$ cat src/rtl/spi_rate_pkg.sv
package spi_rate_pkg;
  localparam int PRE_W  = 3;
  localparam int SEL_W  = 3;
  // half period (P+1)*2^E needs PRE_W + 2^SEL_W bits at most
  localparam int HALF_W = PRE_W + (1 << SEL_W);

  // Bus clocks per SCK level: (P+1) * 2^E, i.e. half of the full divisor.
  function automatic logic [HALF_W-1:0] half_period(
    input logic [PRE_W-1:0] pre,
    input logic [SEL_W-1:0] sel
  );
    logic [HALF_W-1:0] base;
    base = HALF_W'(pre) + HALF_W'(1);
    return base << sel;
  endfunction
endpackage

$ cat src/rtl/spi_rate_div.sv
module spi_rate_div
  import spi_rate_pkg::*;
(
  input  logic              clk,
  input  logic              rst_n,
  input  logic              load_i,
  input  logic              run_i,
  input  logic [PRE_W-1:0]  pre_i,
  input  logic [SEL_W-1:0]  sel_i,
  output logic              tick_o,
  output logic [HALF_W-1:0] half_o
);
  logic [HALF_W-1:0] cnt_q;
  logic [HALF_W-1:0] half_q;
  logic              at_limit;

  assign at_limit = (cnt_q == half_q - HALF_W'(1));
  assign tick_o   = run_i & at_limit;
  assign half_o   = half_q;

  always_ff @(posedge clk) begin
    if (!rst_n) begin
      cnt_q  <= '0;
      half_q <= HALF_W'(1);
    end else if (load_i) begin
      half_q <= half_period(pre_i, sel_i);
      cnt_q  <= '0;
    end else if (run_i) begin
      cnt_q  <= at_limit ? '0 : cnt_q + HALF_W'(1);
    end else begin
      cnt_q  <= '0;
    end
  end

  AST_DIV_HELD_IDLE: assert property (@(posedge clk) disable iff (!rst_n)
    !run_i |=> cnt_q == '0);
  AST_CNT_BELOW_HALF: assert property (@(posedge clk) disable iff (!rst_n)
    cnt_q < half_q);
endmodule

$ cat src/rtl/spi_shift_core.sv
module spi_shift_core #(
  parameter int DATA_W = 8
) (
  input  logic              clk,
  input  logic              rst_n,
  input  logic              master_i,
  input  logic              start_i,
  input  logic [DATA_W-1:0] wdata_i,
  input  logic              miso_i,
  input  logic              tick_i,
  output logic              busy_o,
  output logic              load_o,
  output logic              sck_o,
  output logic              mosi_o,
  output logic [DATA_W-1:0] rdata_o,
  output logic              done_o
);
  localparam int BCW = (DATA_W > 1) ? $clog2(DATA_W) : 1;
  localparam logic [BCW-1:0] LAST_BIT = BCW'(DATA_W - 1);

  logic              busy_q, sck_q, done_q;
  logic [DATA_W-1:0] tx_q, rx_q, rdata_q;
  logic [BCW-1:0]    bit_q;
  logic              start_ok, rise_ev, fall_ev, last_fall;

  assign start_ok  = master_i & ~busy_q & start_i;
  assign rise_ev   = busy_q & tick_i & ~sck_q;
  assign fall_ev   = busy_q & tick_i &  sck_q;
  assign last_fall = fall_ev & (bit_q == LAST_BIT);

  assign busy_o  = busy_q;
  assign load_o  = start_ok;
  assign sck_o   = sck_q;
  assign mosi_o  = tx_q[DATA_W-1];
  assign rdata_o = rdata_q;
  assign done_o  = done_q;

  always_ff @(posedge clk) begin
    if (!rst_n) begin
      busy_q  <= 1'b0;
      sck_q   <= 1'b0;
      done_q  <= 1'b0;
      tx_q    <= '0;
      rx_q    <= '0;
      rdata_q <= '0;
      bit_q   <= '0;
    end else begin
      done_q <= 1'b0;
      if (!master_i) begin
        busy_q <= 1'b0;
        sck_q  <= 1'b0;
      end else if (start_ok) begin
        busy_q <= 1'b1;
        sck_q  <= 1'b0;
        tx_q   <= wdata_i;
        bit_q  <= '0;
      end else if (rise_ev) begin
        sck_q <= 1'b1;
        rx_q  <= {rx_q[DATA_W-2:0], miso_i};
      end else if (fall_ev) begin
        sck_q <= 1'b0;
        if (last_fall) begin
          busy_q  <= 1'b0;
          rdata_q <= rx_q;
          done_q  <= 1'b1;
        end else begin
          bit_q <= bit_q + BCW'(1);
          tx_q  <= {tx_q[DATA_W-2:0], 1'b0};
        end
      end
    end
  end

  AST_SCK_ON_TICK: assert property (@(posedge clk) disable iff (!rst_n)
    (master_i && $past(master_i) && (sck_q != $past(sck_q))) |-> $past(tick_i));
  AST_MOSI_STEADY: assert property (@(posedge clk) disable iff (!rst_n)
    (busy_q && $past(busy_q) && !$past(fall_ev)) |-> $stable(mosi_o));
  AST_DONE_ONE_CYCLE: assert property (@(posedge clk) disable iff (!rst_n)
    done_q |=> !done_q);
  AST_DONE_SCK_LOW: assert property (@(posedge clk) disable iff (!rst_n)
    done_q |-> !sck_q && !busy_q);
  AST_ABORT_STOPS: assert property (@(posedge clk) disable iff (!rst_n)
    !master_i |=> !busy_q && !sck_q);
endmodule

$ cat src/rtl/spi_ss_ctrl.sv
module spi_ss_ctrl (
  input  logic clk,
  input  logic rst_n,
  input  logic master_en_i,
  input  logic ss_auto_en_i,
  input  logic fault_en_i,
  input  logic ss_in_i,
  input  logic busy_i,
  output logic master_o,
  output logic ss_out_o,
  output logic ss_oe_o,
  output logic fault_o
);
  logic fault_q;
  logic auto_ss, fault_hit;

  assign master_o  = master_en_i & ~fault_q;
  assign auto_ss   = master_o & ss_auto_en_i & fault_en_i;
  assign fault_hit = master_o & fault_en_i & ~ss_auto_en_i & ~ss_in_i;
  assign ss_oe_o   = auto_ss;
  assign ss_out_o  = ~(auto_ss & busy_i);
  assign fault_o   = fault_q;

  always_ff @(posedge clk) begin
    if (!rst_n)            fault_q <= 1'b0;
    else if (!master_en_i) fault_q <= 1'b0;
    else if (fault_hit)    fault_q <= 1'b1;
  end

  AST_SS_OE_NEEDS_BOTH: assert property (@(posedge clk) disable iff (!rst_n)
    ss_oe_o |-> master_en_i && ss_auto_en_i && fault_en_i && !fault_q);
  AST_FAULT_MASKED: assert property (@(posedge clk) disable iff (!rst_n)
    ss_oe_o |=> !$rose(fault_q));
  AST_FAULT_STOPS_XFER: assert property (@(posedge clk) disable iff (!rst_n)
    $past(fault_q) && fault_q |-> !busy_i);
  AST_SS_HIGH_IDLE: assert property (@(posedge clk) disable iff (!rst_n)
    !busy_i |-> ss_out_o);
endmodule

$ cat src/rtl/spi_baud_master.sv
module spi_baud_master
  import spi_rate_pkg::*;
#(
  parameter int DATA_W = 8
) (
  input  logic              clk,
  input  logic              rst_n,
  input  logic [PRE_W-1:0]  rate_pre,
  input  logic [SEL_W-1:0]  rate_exp,
  input  logic              master_en,
  input  logic              ss_auto_en,
  input  logic              fault_en,
  input  logic              wr_stb,
  input  logic [DATA_W-1:0] wr_data,
  input  logic              miso,
  input  logic              ss_in,
  output logic              sck,
  output logic              mosi,
  output logic              ss_out,
  output logic              ss_oe,
  output logic [DATA_W-1:0] rd_data,
  output logic              done,
  output logic              fault
);
  logic              master_w, busy_w, load_w, tick_w;
  logic [HALF_W-1:0] half_w;

  spi_ss_ctrl u_ss (
    .clk          (clk),
    .rst_n        (rst_n),
    .master_en_i  (master_en),
    .ss_auto_en_i (ss_auto_en),
    .fault_en_i   (fault_en),
    .ss_in_i      (ss_in),
    .busy_i       (busy_w),
    .master_o     (master_w),
    .ss_out_o     (ss_out),
    .ss_oe_o      (ss_oe),
    .fault_o      (fault)
  );

  spi_rate_div u_div (
    .clk    (clk),
    .rst_n  (rst_n),
    .load_i (load_w),
    .run_i  (busy_w),
    .pre_i  (rate_pre),
    .sel_i  (rate_exp),
    .tick_o (tick_w),
    .half_o (half_w)
  );

  spi_shift_core #(.DATA_W(DATA_W)) u_core (
    .clk      (clk),
    .rst_n    (rst_n),
    .master_i (master_w),
    .start_i  (wr_stb),
    .wdata_i  (wr_data),
    .miso_i   (miso),
    .tick_i   (tick_w),
    .busy_o   (busy_w),
    .load_o   (load_w),
    .sck_o    (sck),
    .mosi_o   (mosi),
    .rdata_o  (rd_data),
    .done_o   (done)
  );

  AST_HALF_FROZEN: assert property (@(posedge clk) disable iff (!rst_n)
    busy_w |=> $stable(half_w));
  AST_STROBE_NO_RELOAD: assert property (@(posedge clk) disable iff (!rst_n)
    (busy_w && wr_stb) |-> !load_w);
endmodule

$ cat config.mk
export PLATFORM = sky130hd
export DESIGN_NAME = spi_baud_master
export DESIGN_NICKNAME = d
export VERILOG_FILES = /design/src/rtl/spi_rate_pkg.sv /design/src/rtl/spi_rate_div.sv /design/src/rtl/spi_shift_core.sv /design/src/rtl/spi_ss_ctrl.sv /design/src/rtl/spi_baud_master.sv
export SDC_FILE = /design/constraint.sdc
export NUM_CORES = 1
export LEC_CHECK = 0
export ABC_AREA = 1
export BUFFER_PORTS_ARGS = -buffer_cell sky130_fd_sc_hd__buf_2
export CORE_MARGIN = 5
export CORE_UTILIZATION = 45
export CTS_CLUSTER_SIZE = 10
export DETAILED_ROUTE_END_ITERATION = 8
export PLACE_DENSITY = 0.74
export SKIP_LAST_GASP = 1
export SYNTH_ARGS = -nofsm -noshare
export SYNTH_HDL_FRONTEND = slang
export SYNTH_SLANG_ARGS = --single-unit
$ cat constraint.sdc
create_clock -name clk -period 2.3 [get_ports clk]
set_input_delay 0.23 -clock clk [delete_from_list [all_inputs] [get_ports clk]]
set_output_delay 0.23 -clock clk [all_outputs]
set_load 0.05 [all_outputs]
Word level (Yosys, flattened, before mapping)
Cells that the tools add are included.
Widths: inputs -> output; s select.
{ "word_totals": {"ff_bits": 53, "output_inout_bits": 14, "elab_cells": 71} }
{ "op_classes": {"n_addsub": 4, "eq_ne": 4, "n_shift": 1, "mux": 15, "n_bitwise": 25, "reduce_logical": 12} }
{ "op_table": {"columns": ["operator", "count"], "rows": [
  ["$mux 8", 4],
  ["$and 1x1->1", 14],
  ["$mux 3", 4],
  ["$add 11x1->11 const B", 1],
  ["$eq 11x11->1", 1],
  ["$not 1->1", 11],
  ["$shl 11x3->11", 1],
  ["$sub 11x1->11 const B", 1],
  ["$mux 1", 7],
  ["$reduce_and 3->1", 2],
  ["$reduce_bool 2->1", 3],
  ["$reduce_and 5->1", 1],
  ["$reduce_or 5->1", 1],
  ["$add 3x1->4 const B", 1],
  ["$ne 2x2->1 const B", 2],
  ["$reduce_and 2->1", 2],
  ["$reduce_and 4->1", 1],
  ["$reduce_or 4->1", 1],
  ["$add 3x1->3 const B", 1],
  ["$eq 3x3->1 const B", 1],
  ["$reduce_or 3->1", 1]
]} }

Longest topological paths before layout
{ "depth": {"ltp_word": 10, "mapped_depth": 17, "mapped_depth_nobuf": 17} }

By module
Synthesis repeated with hierarchy kept, for this count alone.
{ "unflattened": {"hier_cells": 408, "area_unflattened_um2": 2800.2} }
{ "modules_own_cells": {"columns": ["mod", "instances", "cells_each", "area_per_inst_um2"], "rows": [
  ["spi_rate_div", 1, 219, 1451.4],
  ["spi_shift_core", 1, 179, 1280.0],
  ["spi_ss_ctrl", 1, 10, 68.8]
]} }

Worst setup path after synthesis
No wires, ideal clock.
{ "synth_path": {"path_kind": "flip-flop to flip-flop", "startpoint": "register u_div.half_q[0] (netlist: u_div.half_o[0])", "endpoint": "register u_core.rdata_q[0] (netlist: u_core.rdata_o[0])", "setup_time_ns": 0.113, "arrival_ns": 1.898, "required_ns": 2.187, "setup_slack_ns": 0.289, "path_stages_with_launch": 17, "path_buffers": 1, "period_less_slack_ns": 2.011, "cell_sequence": "dfxtp_1 > inv_2 > ha_1 > inv_1 > nor2_2 > inv_1 > nor2_2 > nand2_1 > nand2_1 > nand2_1 > nor2_1 > nand2_1 > nor3_4 > nand4_4 > buf_4 > nor2_1 > nor2_1"} }
{ "synth_via": {"elab_chain_len": 7, "word_cells_on_any_way": 9, "classes_between": "add/sub (1); eq/ne (1); bitwise (6); reduce/logical (1)"} }
{ "synth_lines": {"columns": ["item", "line_no", "rtl"], "rows": [
  ["start: declaration", "spi_rate_div.sv:14", "logic [HALF_W-1:0] half_q;"],
  ["start signal: assignment", "spi_rate_div.sv:26", "half_q <= half_period(pre_i, sel_i);"],
  ["$sub 11x1->11 (*)", "spi_rate_div.sv:17", "assign at_limit = (cnt_q == half_q - HALF_W'(1));"],
  ["$eq 11x11->1 (*)", "spi_rate_div.sv:17", null],
  ["$and 1x1->1 (*)", "spi_rate_div.sv:18", "assign tick_o = run_i & at_limit;"],
  ["$and 1x1->1 (*)", "spi_shift_core.sv:27, spi_shift_core.sv:28", null],
  ["$and 1x1->1, on equally long branches", "spi_shift_core.sv:28, spi_shift_core.sv:27", null],
  ["$and 1x1->1 or $not 1->1 (tied branches)", null, null],
  ["$reduce_and 5->1 (no source line) (*)", null, null],
  ["end signal: assignment", "spi_shift_core.sv:64", "rdata_q <= rx_q;"],
  ["end: declaration", "spi_shift_core.sv:22", "logic [DATA_W-1:0] tx_q, rx_q, rdata_q;"]
]} }
Mark *: on every way between the ends. The rest lies on a longest branch, timed or not.
A chain may end at the register's enable or synchronous reset.

Worst setup path after layout
Same ends and word-level chain as after synthesis.

==> metrics.md <==
| Metric | Value |
|---|---|
| Status | `finished, final reports clean` |
| Most common cell after layout, fill and taps aside | `nand2_1` |
| Bufs on Longest Clock Path | `2` |
| Most used cell, CP | `nand2_1` |
| CTS tree | `yes` |
| Total GRT Usage | `16.6%` |
| CP max FO | `8` |
| Cell count after synthesis | `~420` |
| Flop2flop setup slack | `between 0.09 and 0.1 ns` |
| Final Instance Count excl. Fillers | `547` |
| Cell family with most CP delay | `simple AND/OR/NAND/NOR gates` |
| Predominant post-synthesis flop cell | `dfxtp_1` |
| Setup Crit Path Kind | `reg -> reg` |
| Share of power burned in registers | `51.3%` |
| Post-Route Utilization | `a little over half` |
| Final hold slack | `around 0.14 ns` |
| Layout cells sized above 1 | `roughly 18%` |
| Post-route ant nets | `0` |
| Core area | `a little under 6000 um2` |
| Routability cong. | `0.914` |
| Arrival time at the worst endpoint | `approximately 2.5 ns` |
| Die ar. | `7810 um2` |
| Combinational fraction of design power | `12.7%` |
| Required time of the critical path | `2.56 ns` |
| Most frequent cells in the layout | `nand2_1 (136), nor2_1 (64), dfxtp_1 (51)` |
| Dominant cell type by area after synthesis | `dfxtp_1` |
| Clock share of power | `36.0%` |
| DR WL/cell | `11.3 um` |
| Minimum clock period | `2.20 ns` |
| Area contributors post-synth | `dfxtp_1 (38%), nand2_1 (19%), nor2_1 (8.8%), inv_1 (6.2%), nand3_1 (4.5%)` |
| Max Cap Viol | `0` |
| Crit path largest cell delay | `0.35 ns` |
| CTS buffer count | `5` |
| DP HPWL | `4580 um` |
| Slew of the pin with the lowest slew margin | `0.611 ns` |
| I/O pins | `36` |
| Slowest CP cell | `dfxtp_2` |
| Number of max-slew violations in the final report | `0` |
| Place WS | `0.0248 ns` |
| Die height | `88.4 um` |
| Post-synthesis cell area | `about 2800 um2` |
| TritonRoute pass-1 iters | `4` |
| WP buf/inv | `4` |
| Max_slew headroom | `59.1%` |
| Register area share after synthesis | `38.4%` |
| Die Width | `88.4 um` |
| Setup Viol. Count Final | `0` |
| Yosys warns | `0` |
| H-tree depth | `2` |
| N_diodes | `0` |
| Count of input and output buffers | `35` |
| Nature of the critical path endpoint | `register` |
| P_sw | `between 0.4 and 0.5 mW` |
| Hold Crit Start | `miso` |
| Worst setup SP type | `register` |
| GR Overflow Total | `0` |
| Sw frac | `26.5%` |
| Worst-path clk slew | `between 0.1 and 0.15 ns` |
| Clk_skew | `0.0153 ns` |
| Skew-Pair Late Insertion Delay | `about 0.31 ns` |
| Synthesized net count | `between 400 and 500` |
| Min-Delay Path Class | `in -> reg` |
| Number of synthesized flops with an enable pin | `0` |
| DR DRC count | `0` |
| Worst Setup SP | `u_div.half_o[0]` |
| Routed wire length | `6200 um` |
| P_leak | `1.62 nW` |
| F_max | `454 MHz` |
| Asr flop ratio synth | `0%` |
| Vias per cell | `4.84` |
| Root buffer cell | `clkbuf_8` |
| Largest net degree at the start of global routing | `22` |
| P per Cell Area | `around 560 nW/um2` |
| Netlist cell types | `30` |
| Crit share post-route | `~96%` |
| Seq cells post-synth | `between 50 and 60` |
| # placed instances | `530` |
| Via count | `2647` |
| Power Internal | `1.35 mW` |
| Initial antenna violation count | `0` |
| Critical-path cell list | `inv_2, ha_4, inv_2, nor2_2, inv_1, nor2_2, nand2_1, nand2_1, nand2_1, nor2_1, nand2_2, nor3_4, buf_6, nand4_4, nand2_1, nand2_1, nor2_1` |
| Initial DRC Count | `between 70 and 80` |
| Worst r2r src | `u_div.half_o[0]` |
| Total power | `1.84 mW` |
| Nets | `roughly 500` |
| Setup ws final | `0.0962 ns` |
| Mean Syn Cell Area | `6.52 um2` |
| Number of global-route vias before repair | `2434` |
| Initial Util | `46.4%` |
| Row cnt | `28` |
| RSZ-0062 raised after global routing | `yes` |
| Clk sinks | `53` |
| Worst VDD drop | `~380 uV` |
| Final Hold Viols | `0` |
| Global-route wire length before repair | `10500 um` |
| Area grow syn2layout | `18.0%` |
| Top-area cell type share of the netlist area | `38.4%` |
path summary, 6_finish.rpt:
kind / cells past startpoint / to
worst min-delay path: 3 / u_core.rx_q[0]
worst max register to register: 17 / u_core.rdata_o[0]
worst min register to register: 2 / u_core.tx_q[7]
worst max-delay path: 17 / u_core.rdata_o[0]
logic make-up after synthesis:
kind of cell,after synthesis,synth area share (%)
buffers and inverters,60,8.65
XOR/XNOR,12,3.80
adder cells (fa/ha/maj),5,2.26
AND/OR/NAND/NOR,256,39.6
flip-flops,53,38.4
AO/OA/AOI/OAI,38,7.33
power groups by stage:
| stage | clock network, mW | registers [mW] | logic (mW) |
|---|---|---|---|
| 2_1_floorplan | 0 | 0.962 | 0.147 |
| 3_3_place_gp | 0 | 0.962 | 0.207 |
| 3_5_place_dp | 0 | 0.963 | 0.210 |
| 4_1_cts | 0.677 | 0.942 | 0.211 |
| 5_1_grt | 0.713 | 0.945 | 0.262 |
| 6_report | 0.660 | 0.943 | 0.233 |
routing by layer:
metal | global-route usage [%] | vias to the layer above | wire length (um)
met5 | 0 | - | 0
met4 | 5.08 | 0 | 47
met3 | 3.72 | 6 | 269
met2 | 28.4 | 46 | 2950
met1 | 20.9 | 1177 | 2930
li1 | - | 1418 | -
tightest hold or removal path, delay by kind of cell:
| family | cells | cell delay [ns] |
|---|---|---|
| and+or+nand+nor | 2 | 0.11 |
| buffers and inverters | 1 | 0.08 |
through the flow:
| stage | instance area [um2] | TNS [ns] |
|---|---|---|
| 2_1_floorplan | 2760 | 0 |
| 3_3_place_gp | 3030 | 0 |
| 3_5_place_dp | 3030 | 0 |
| 4_1_cts | 3150 | 0 |
| 5_1_grt | 3260 | -1.17 |
| 6_report | 3260 | 0 |
state kept, by name, summed over array words and instances (netlist names):
| register | flops |
|---|---|
| u_core.bit_q | 3 |
| u_core.busy_o | 1 |
| u_core.done_o | 1 |
| u_core.rdata_o | 8 |
| u_core.rx_q | 8 |
| u_core.sck_o | 1 |
| u_core.tx_q | 8 |
| u_div.cnt_q | 11 |
| u_div.half_o | 11 |
| u_ss.fault_o | 1 |
what timing repair did:
| item | CTS | global route |
|---|---|---|
| endpoints found under the setup margin | 0 | 29 |
| gates resized for setup | 0 | 12 |
| setup buffers | 0 | 8 |
| hold buffers | 0 | 0 |
cells in the mapped netlist (all sizes together) (4+ instances only):
master and n:
o22ai 4, nand2 140, or2 4, o21ai 14
nor3 9, xor2 8, clkbuf 7, a21oi 16
nor2 70, xnor2 4, buf 4, nand4 4
inv 49, ha 5, nand3 26, dfxtp 53
area by class of cell:
type | instances | area (um2)
repair buffers | 50 | 292
clock buffers | 5 | 68.8
flip-flops and latches | 53 | 1060
inverters | 49 | 184
fillers | 628 | 2690
well taps | 75 | 93.8
multi-input cells | 312 | 1510
clock inverters | 3 | 47.5
Note: power is estimated with default switching activity, not from simulation.
